### src/rtl/fsync_pkg.sv
package fsync_pkg;
  typedef struct packed {
    logic bitTick;  // one bit step this cycle
    logic resync;   // force the bit counter to zero on this step
  } fsStrobe_t;
endpackage

### src/rtl/fsync_ctrl.sv
module fsync_ctrl
  import fsync_pkg::*;
#(
  parameter int SyncStages = 2
) (
  input  logic      clk,
  input  logic      rstN,
  input  logic      bitClkEn,
  input  logic      bclkSlave,
  input  logic      fsSlave,
  input  logic      bclkInv,
  input  logic      fsInv,
  input  logic      bclkIn,
  input  logic      fsIn,
  output logic      phase,
  output fsStrobe_t strobe
);
  localparam int Last = SyncStages - 1;

  logic [Last:0] bclkSync;
  logic [Last:0] fsSync;
  logic bclkNorm, bclkNormQ, fsNorm, fsPrev;
  logic masterTick, slaveTick, tick;

  always_ff @(posedge clk) begin
    if (!rstN) begin
      bclkSync <= '0;
      fsSync   <= '0;
    end else begin
      bclkSync <= {bclkSync[Last-1:0], bclkIn};
      fsSync   <= {fsSync[Last-1:0], fsIn};
    end
  end

  assign bclkNorm = bclkInv ? bclkSync[Last] : ~bclkSync[Last];
  assign fsNorm   = fsSync[Last] ^ fsInv;

  always_ff @(posedge clk) begin
    if (!rstN) begin
      phase     <= 1'b0;
      bclkNormQ <= 1'b0;
      fsPrev    <= 1'b0;
    end else begin
      if (bitClkEn) phase <= ~phase;
      bclkNormQ <= bclkNorm;
      if (tick) fsPrev <= fsNorm;
    end
  end

  assign masterTick = bitClkEn & phase;
  assign slaveTick  = bclkNormQ & ~bclkNorm;
  assign tick       = bclkSlave ? slaveTick : masterTick;

  assign strobe.bitTick = tick;
  assign strobe.resync  = fsSlave & tick & fsNorm & ~fsPrev;

  p_slave_fall_r8: assert property (@(posedge clk) disable iff (!rstN)
    (bclkSlave && tick) |-> ($past(bclkNorm) && !bclkNorm));
  p_master_step_r2: assert property (@(posedge clk) disable iff (!rstN)
    (!bclkSlave && tick) |=> (phase == 1'b0));
  p_resync_edge_r9: assert property (@(posedge clk) disable iff (!rstN)
    strobe.resync |=> fsPrev);
endmodule

### src/rtl/fsync_dp.sv
module fsync_dp
  import fsync_pkg::*;
#(
  parameter int LenW = 10
) (
  input  logic            clk,
  input  logic            rstN,
  input  fsStrobe_t       strobe,
  input  logic [LenW-1:0] frameLenM1,
  input  logic [LenW-1:0] syncLen,
  output logic [LenW-1:0] bitPos,
  output logic            fsActive
);
  localparam logic [LenW-1:0] One = LenW'(1);

  logic atEnd;
  assign atEnd = (bitPos == frameLenM1);

  always_ff @(posedge clk) begin
    if (!rstN) begin
      bitPos <= '0;
    end else if (strobe.bitTick) begin
      if (strobe.resync || atEnd) bitPos <= '0;
      else                        bitPos <= bitPos + One;
    end
  end

  assign fsActive = (bitPos < syncLen);

  p_wrap_r3: assert property (@(posedge clk) disable iff (!rstN)
    (strobe.bitTick && atEnd) |=> (bitPos == '0));
  p_step_r2: assert property (@(posedge clk) disable iff (!rstN)
    (strobe.bitTick && !strobe.resync && !atEnd) |=> (bitPos == $past(bitPos) + One));
  p_hold_r2: assert property (@(posedge clk) disable iff (!rstN)
    !strobe.bitTick |=> $stable(bitPos));
  p_resync_r9: assert property (@(posedge clk) disable iff (!rstN)
    strobe.resync |=> (bitPos == '0));
endmodule

### src/rtl/audio_frame_sync.sv
module audio_frame_sync
  import fsync_pkg::*;
#(
  parameter int LenW       = 10,
  parameter int SyncStages = 2
) (
  input  logic            clk,
  input  logic            rstN,
  input  logic            bitClkEn,
  input  logic [LenW-1:0] frameLenM1,
  input  logic [LenW-1:0] syncLen,
  input  logic            bclkSlave,
  input  logic            fsSlave,
  input  logic            bclkInv,
  input  logic            fsInv,
  input  logic            clkOutDis,
  input  logic            bclkIn,
  input  logic            fsIn,
  output logic            bclkOut,
  output logic            bclkOe,
  output logic            fsOut,
  output logic            fsOe,
  output logic [LenW-1:0] bitPos,
  output logic            bitTick
);
  fsStrobe_t strobe;
  logic phase, fsActive;

  fsync_ctrl #(.SyncStages(SyncStages)) uCtrl (
    .clk(clk), .rstN(rstN), .bitClkEn(bitClkEn),
    .bclkSlave(bclkSlave), .fsSlave(fsSlave),
    .bclkInv(bclkInv), .fsInv(fsInv),
    .bclkIn(bclkIn), .fsIn(fsIn),
    .phase(phase), .strobe(strobe)
  );

  fsync_dp #(.LenW(LenW)) uDp (
    .clk(clk), .rstN(rstN), .strobe(strobe),
    .frameLenM1(frameLenM1), .syncLen(syncLen),
    .bitPos(bitPos), .fsActive(fsActive)
  );

  assign bclkOe  = ~bclkSlave & ~clkOutDis;
  assign bclkOut = bclkOe & (bclkInv ? phase : ~phase);
  assign fsOe    = ~fsSlave;
  assign fsOut   = fsOe & (fsActive ^ fsInv);
  assign bitTick = strobe.bitTick;

  p_reset_r1: assert property (@(posedge clk) !rstN |=> (bitPos == '0));
endmodule

### config.mk
export PLATFORM = sky130hd
export DESIGN_NAME = audio_frame_sync
export DESIGN_NICKNAME = d
export VERILOG_FILES = /design/src/rtl/fsync_pkg.sv /design/src/rtl/fsync_ctrl.sv /design/src/rtl/fsync_dp.sv /design/src/rtl/audio_frame_sync.sv
export SDC_FILE = /design/constraint.sdc
export NUM_CORES = 1
export LEC_CHECK = 0
export BUFFER_PORTS_ARGS = -buffer_cell sky130_fd_sc_hd__buf_2
export CAP_MARGIN = 10
export CORE_MARGIN = 2
export CORE_UTILIZATION = 40
export CTS_BUF_LIST = sky130_fd_sc_hd__clkbuf_4 sky130_fd_sc_hd__clkbuf_8
export DETAILED_ROUTE_END_ITERATION = 8
export PLACE_DENSITY = 0.7
export SLEW_MARGIN = 10
export SYNTH_ARGS = -nofsm -noshare
export SYNTH_HDL_FRONTEND = slang
export SYNTH_HIERARCHICAL = 1
export SYNTH_SLANG_ARGS = --single-unit
### constraint.sdc
create_clock -name clk -period 2.15 [get_ports clk]
set_input_delay 0.1075 -clock clk [delete_from_list [all_inputs] [get_ports clk]]
set_output_delay 0.1075 -clock clk [all_outputs]
set_load 0.01 [all_outputs]
==> flow_metrics.py, run 1 <==
metrics = {
    "cts": {
        "postCtsSetupBuffers": 0,
        "clock_latency_ns": 0.28,
        "clk_pin_slew_ns": 0.09,
        "cts.path.max_buffers": 2,
        "cts_max_level": 1,
        "cts_tree": "built",
        "clock_sinks": 17,
        "cts-buffers-inserted": 3,
        "ctsHoldBuffers": 0,
        "clock-root-buffer": "clkbuf_4",
    },
    "timing": {
        "setup_viol": 0,
        "drv_slew": 0,
        "tightest_slew_ns": 0.348,
        "post-route-min-period_ns": 1.96,
        "fmaxAchievable_ghz": 0.510,
        "fin_setup_tns_ns": 0,
        "worst_slack_ns": 0.188,
        "max_slew_margin_pct": 76.6,
        "skew_ns": 0.00434,
        "hold_viol": 0,
        "period_share_pct": 91.3,
        "rsz0062_at_grt": "no",
    },
    "global_routing": {
        "overflow": 0,
        "grt_pass1_vias": 1028,
        "grt_usage_pct": 15.9,
        "antenna_found_initial": 0,
        "grt_max_degree": 12,
        "grt_pass1_wl_um": 4110,
    },
    "run_status": {
        "status": "finished clean",
    },
    "finish": {
        "syn2layout_area_growth_pct": 28.4,
        "final_cell_mix": "buf_2 (44), dfxtp_1 (16), xnor2_1 (15), inv_1 (13), nor2_1 (12)",
        "final_common_cell": "buf_2",
        "num-fill-cells": 282,
        "final_area_um2": 1430,
        "drive_above_1_share_pct": 33.9,
        "antenna_cells": 0,
        "fin_nets": 215,
        "utilization_pct": 52.8,
    },
    "placement": {
        "gp_congestion": 0.772,
        "io_buffers": 44,
        "dp_hpwl_um": 1960,
        "dp_slack_ns": 0.262,
        "place_area_um2": 1380,
    },
    "detailed_routing": {
        "via_per_inst": 4.99,
        "firstDrtPassIters": 4,
        "drc": 0,
        "wire_per_inst_um": 11.6,
        "detail-route-antenna-nets": 0,
        "routed-via-count": 1022,
        "drt_iter0_markers": 20,
        "routed_wl_um": 2390,
    },
    "synthesis": {
        "synthTopCellsByArea": "dfxtp_1 (31%), xnor2_1 (12%), ha_1 (11%)",
        "synth_top_area_cell": "dfxtp_1",
        "syn-num-nets": 166,
        "synthArstFlopShare_pct": 0,
        "yosysSeqAreaShare_pct": 30.5,
        "netlist.area_leader.share_pct": 30.5,
        "synth.avg_cell_area_um2": 8.85,
        "syn_inst": 126,
        "ys_ff_latch": 17,
        "synth_edf_count": 0,
        "synth_ff_type": "dfxtp_1",
        "ys_types": 31,
        "synth_area_um2": 1110,
        "synth.yosys.warnings": 6,
    },
    "critical_path": {
        "endpoint_kind": "primary output",
        "cp_max_fo": 8,
        "start_kind": "register",
        "worst-endpoint-required_ns": 2.04,
        "worstSetupPathType": "reg2out",
        "worstPathArrival_ns": 1.85,
    },
    "die": {
        "die-height_um": 56.8,
        "num_rows": 19,
        "die_area_um2": 3230,
        "core_area_um2": 2710,
        "die_w_um": 56.8,
        "io_pins": 45,
        "initial_core_util_pct": 41.1,
    },
    "power_and_ir_drop": {
        "ir_drop_mv": 0.431,
        "power.density_nw_per_um2": 431,
        "cellLeakagePower_nw": 0.726,
    },
    "min_path": {
        "hp-class": "in2reg",
    },
    "run": {
        "max-cap-violations": 0,
    },
}
[per-stage QoR]
step	total power, W	instances	hold slack, ns
2_1_floorplan	0.000402	126	0.225
3_3_place_gp	0.000445	201	0.309
3_5_place_dp	0.000451	201	0.322
4_1_cts	0.000628	205	0.0228
5_1_grt	0.000656	205	0.0316
6_report	0.000617	205	0.0288
[kinds of logic (layout without fill, tap and decap cells)]
group	Yosys count	count (layout)	share of synthesized area [%]
AOI/OAI and AO/OA	14	14	9.54
xor gates and xnor gates	22	22	17.3
and+or+nand+nor	46	46	24.4
buffers and inverters	16	64	5.72
adders and majority gates	10	10	11.2
DFF	17	17	30.5
muxes	1	1	1.35
[path summary, 6_finish.rpt]
kind	from	slack, ns	to	cells after the start
max	uDp/bitPos[2]$_SDFFE_PN0P_	0.19	fsOut	7
min	bclkIn	0.03	uCtrl/bclkSync[0]$_SDFF_PN0_	2
max reg2reg	uCtrl/phase$_SDFFE_PN0P_	0.33	uDp/bitPos[9]$_SDFFE_PN0P_	8
min reg2reg	uCtrl/bclkSync[0]$_SDFF_PN0_	0.45	uCtrl/bclkSync[1]$_SDFF_PN0_	1
[synthesized netlist by cell type (2+ instances only)]
cell	instances
xnor2_1	15
inv_1	13
a21oi_1	2
nor4b_1	2
nor2_1	12
o21a_1	3
nand4_1	5
a21o_1	2
ha_1	10
o211ai_1	3
nand2_1	9
and2_1	6
clkbuf_1	2
and3_1	2
xor2_1	7
dfxtp_1	17
nand2b_1	2
[power breakdown]
part / leakage (nW) / internal, W / switching (W) / total (W)
logic: 0.568 / 0.0000590 / 0.0000534 / 0.000112
registers: 0.139 / 0.000324 / 0.00000677 / 0.000331
clock network: 0.0184 / 0.0000844 / 0.0000889 / 0.000173
total: 0.726 / 0.000468 / 0.000149 / 0.000617
[critical path, cell delays in order, from the launching register on]
cell	delay (ns)
dfxtp_1	0.49
ha_1	0.29
a21oi_1	0.21
o211ai_1	0.11
o211ai_1	0.14
xnor2_1	0.15
nor2_1	0.05
buf_2	0.13
[metal layers]
metal	GRT usage [%]	vias to the layer above	part of all wire, %	wire length [um]
met5	0	-	0	0
met4	3.65	0	0	0
met3	3.46	0	6.6	157
met2	29.7	30	51	1210
met1	18.1	472	43	1020
li1	-	520	-	-
[final cells by class]
| type | count | area (um^2) | share of cell area (%) |
|---|---|---|---|
| multi-input cells | 93 | 729 | 51.0 |
| flip-flops and latches | 17 | 342 | 23.9 |
| repair buffers | 47 | 243 | 17.0 |
| inverters | 13 | 48.8 | 3.41 |
| well taps | 31 | 38.8 | 2.71 |
| clock buffers | 4 | 30.0 | 2.10 |
[state kept, by name, indices dropped and copies added (netlist names)]
register,flops
uCtrl/bclkSync,2
uCtrl/fsSync,2
uCtrl/fsPrev,1
uCtrl/phase,1
uCtrl/bclkNormQ,1
uDp/bitPos,10
[repair_timing]
action	CTS	global route
endpoints found under the setup margin	1	1
gates resized for setup	1	3
gates cloned	0	0
No activity file was read; power rests on OpenSTA's default activity.
==> inputs of run 2 (changes only) <==
- CELL_PAD_IN_SITES_DETAIL_PLACEMENT: not set -> 1
- CELL_PAD_IN_SITES_GLOBAL_PLACEMENT: not set -> 2
- CORE_UTILIZATION: 40 -> 28
- PLACE_DENSITY: 0.7 -> 0.84
==> flow_metrics.py, run 2 (synthesis gave the netlist of run 1 again) <==
metrics = {
    "global_routing": {
        "grt_usage_pct": 14.6,
        "overflow": 0,
        "antenna_found_initial": 0,
        "grt_max_degree": 12,
        "grt_pass1_wl_um": 4890,
        "grt_pass1_vias": 1048,
    },
    "timing": {
        "setup_viol": 0,
        "skew_ns": 0.00546,
        "rsz0062_at_grt": "no",
        "tightest_slew_ns": 0.336,
        "fmaxAchievable_ghz": 0.503,
        "drv_slew": 0,
        "post-route-min-period_ns": 1.99,
        "whs_ns": 0.0633,
        "fin_setup_tns_ns": 0,
        "max_slew_margin_pct": 77.5,
        "period_share_pct": 92.4,
        "worst_slack_ns": 0.163,
        "hold_viol": 0,
    },
    "cts": {
        "clock_latency_ns": 0.25,
        "clock_sinks": 17,
        "clk_pin_slew_ns": 0.06,
        "postCtsSetupBuffers": 0,
        "cts_max_level": 1,
        "cts_tree": "built",
        "cts-buffers-inserted": 3,
        "cts.path.max_buffers": 2,
        "clock-root-buffer": "clkbuf_8",
    },
    "detailed_routing": {
        "detail-route-antenna-nets": 0,
        "routed-via-count": 1026,
        "wire_per_inst_um": 13.6,
        "via_per_inst": 4.60,
        "firstDrtPassIters": 4,
        "routed_wl_um": 3040,
        "drc": 0,
        "drt_iter0_markers": 21,
    },
    "finish": {
        "drive_above_1_share_pct": 33.7,
        "final_cell_mix": "buf_2 (44), dfxtp_1 (17), xnor2_1 (15), inv_1 (13), nor2_1 (12)",
        "num-fill-cells": 488,
        "reg_top3": "uDp/bitPos x10, uCtrl/bclkSync x2, uCtrl/fsSync x2",
        "final_area_um2": 1480,
        "syn2layout_area_growth_pct": 32.5,
        "multi_input_area_um2": 729,
        "top_register": "uDp/bitPos",
        "final_common_cell": "buf_2",
        "seqCellArea_um2": 340,
        "fin_nets": 216,
        "antenna_cells": 0,
        "largest_reg_flops": 10,
    },
    "die": {
        "initial_core_util_pct": 29.8,
        "num_rows": 22,
        "die_w_um": 67.1,
        "die_area_um2": 4500,
        "core_area_um2": 3740,
        "die-height_um": 67.1,
        "io_pins": 45,
    },
    "critical_path": {
        "start_kind": "register",
        "endpoint_kind": "primary output",
        "worstPathArrival_ns": 1.88,
        "reg2reg_setup_slack_ns": 0.34,
        "worstSetupPathType": "reg2out",
        "cp_max_fo": 6,
        "worst-endpoint-required_ns": 2.04,
    },
    "run_status": {
        "status": "finished clean",
    },
    "power_and_ir_drop": {
        "switchingPower_w": 0.000166,
        "cellLeakagePower_nw": 0.738,
        "ir_drop_mv": 0.257,
        "share_seq_of_total_power_pct": 48.0,
        "power.density_nw_per_um2": 470,
        "pwr-share-comb_pct": 16.7,
        "power_w": 0.000694,
        "p_int_w": 0.000529,
        "sw_frac_of_total_pct": 23.8,
        "clkPwrFrac_pct": 35.3,
    },
    "placement": {
        "gp_congestion": 0.771,
        "place_area_um2": 1410,
        "dp_hpwl_um": 2570,
        "dp_slack_ns": 0.237,
        "io_buffers": 44,
    },
    "run": {
        "max-cap-violations": 0,
    },
    "min_path": {
        "hp-class": "in2reg",
    },
}
## run 2: area by class of cell
| type | instances | area share (%) |
|---|---|---|
| multi-input cells | 93 | 49.4 |
| repair buffers | 48 | 16.9 |
| clock buffers | 4 | 3.30 |
| flip-flops and latches | 17 | 23.0 |
| well taps | 48 | 4.06 |
| inverters | 13 | 3.30 |
## run 2: routing by layer
layer / up-vias / global-route usage [%] / wire, um
li1: 527 / - / -
met1: 478 / 18.3 / 1370
met2: 17 / 25.0 / 1500
met3: 4 / 2.70 / 132
met4: 0 / 4.59 / 36
met5: - / 0 / 0
## run 2: final timing paths
| path | from | end | cells after the start |
|---|---|---|---|
| max | uDp/bitPos[1]$_SDFFE_PN0P_ | fsOut | 8 |
| min | bclkIn | uCtrl/bclkSync[0]$_SDFF_PN0_ | 2 |
| max reg2reg | uCtrl/phase$_SDFFE_PN0P_ | uDp/bitPos[2]$_SDFFE_PN0P_ | 7 |
| min reg2reg | uCtrl/bclkSync[0]$_SDFF_PN0_ | uCtrl/bclkSync[1]$_SDFF_PN0_ | 1 |
## run 2: through the flow
stage | util [%] | instances
final | 39.5 | 223
after global routing | 39.5 | 223
after CTS | 39.0 | 223
after detailed placement | 37.7 | 219
after global placement | 37.7 | 219
after floorplan | - | 126
## run 2: worst max-delay path, cell delays in order (launching register included)
cell and delay (ns):
dfxtp_1 0.48, ha_1 0.30, a21o_1 0.16, a21oi_1 0.14, o211ai_1 0.09, o211ai_1 0.14
xnor2_1 0.14, nor2_1 0.06, buf_2 0.13
## run 2: power by group through the flow
stage          Sequential, W  Clock (W)  Combinational [W]
3_5_place_dp        0.000340          0           0.000116
2_1_floorplan       0.000338          0          0.0000638
6_report            0.000333   0.000245           0.000116
3_3_place_gp        0.000340          0           0.000111
4_1_cts             0.000333   0.000253           0.000117
5_1_grt             0.000334   0.000264           0.000131
## run 2: what timing repair did
action	in CTS	in global routing
hold buffers	0	0
resized for setup	1	2
endpoints found under the setup margin	1	1
pin swaps	0	0
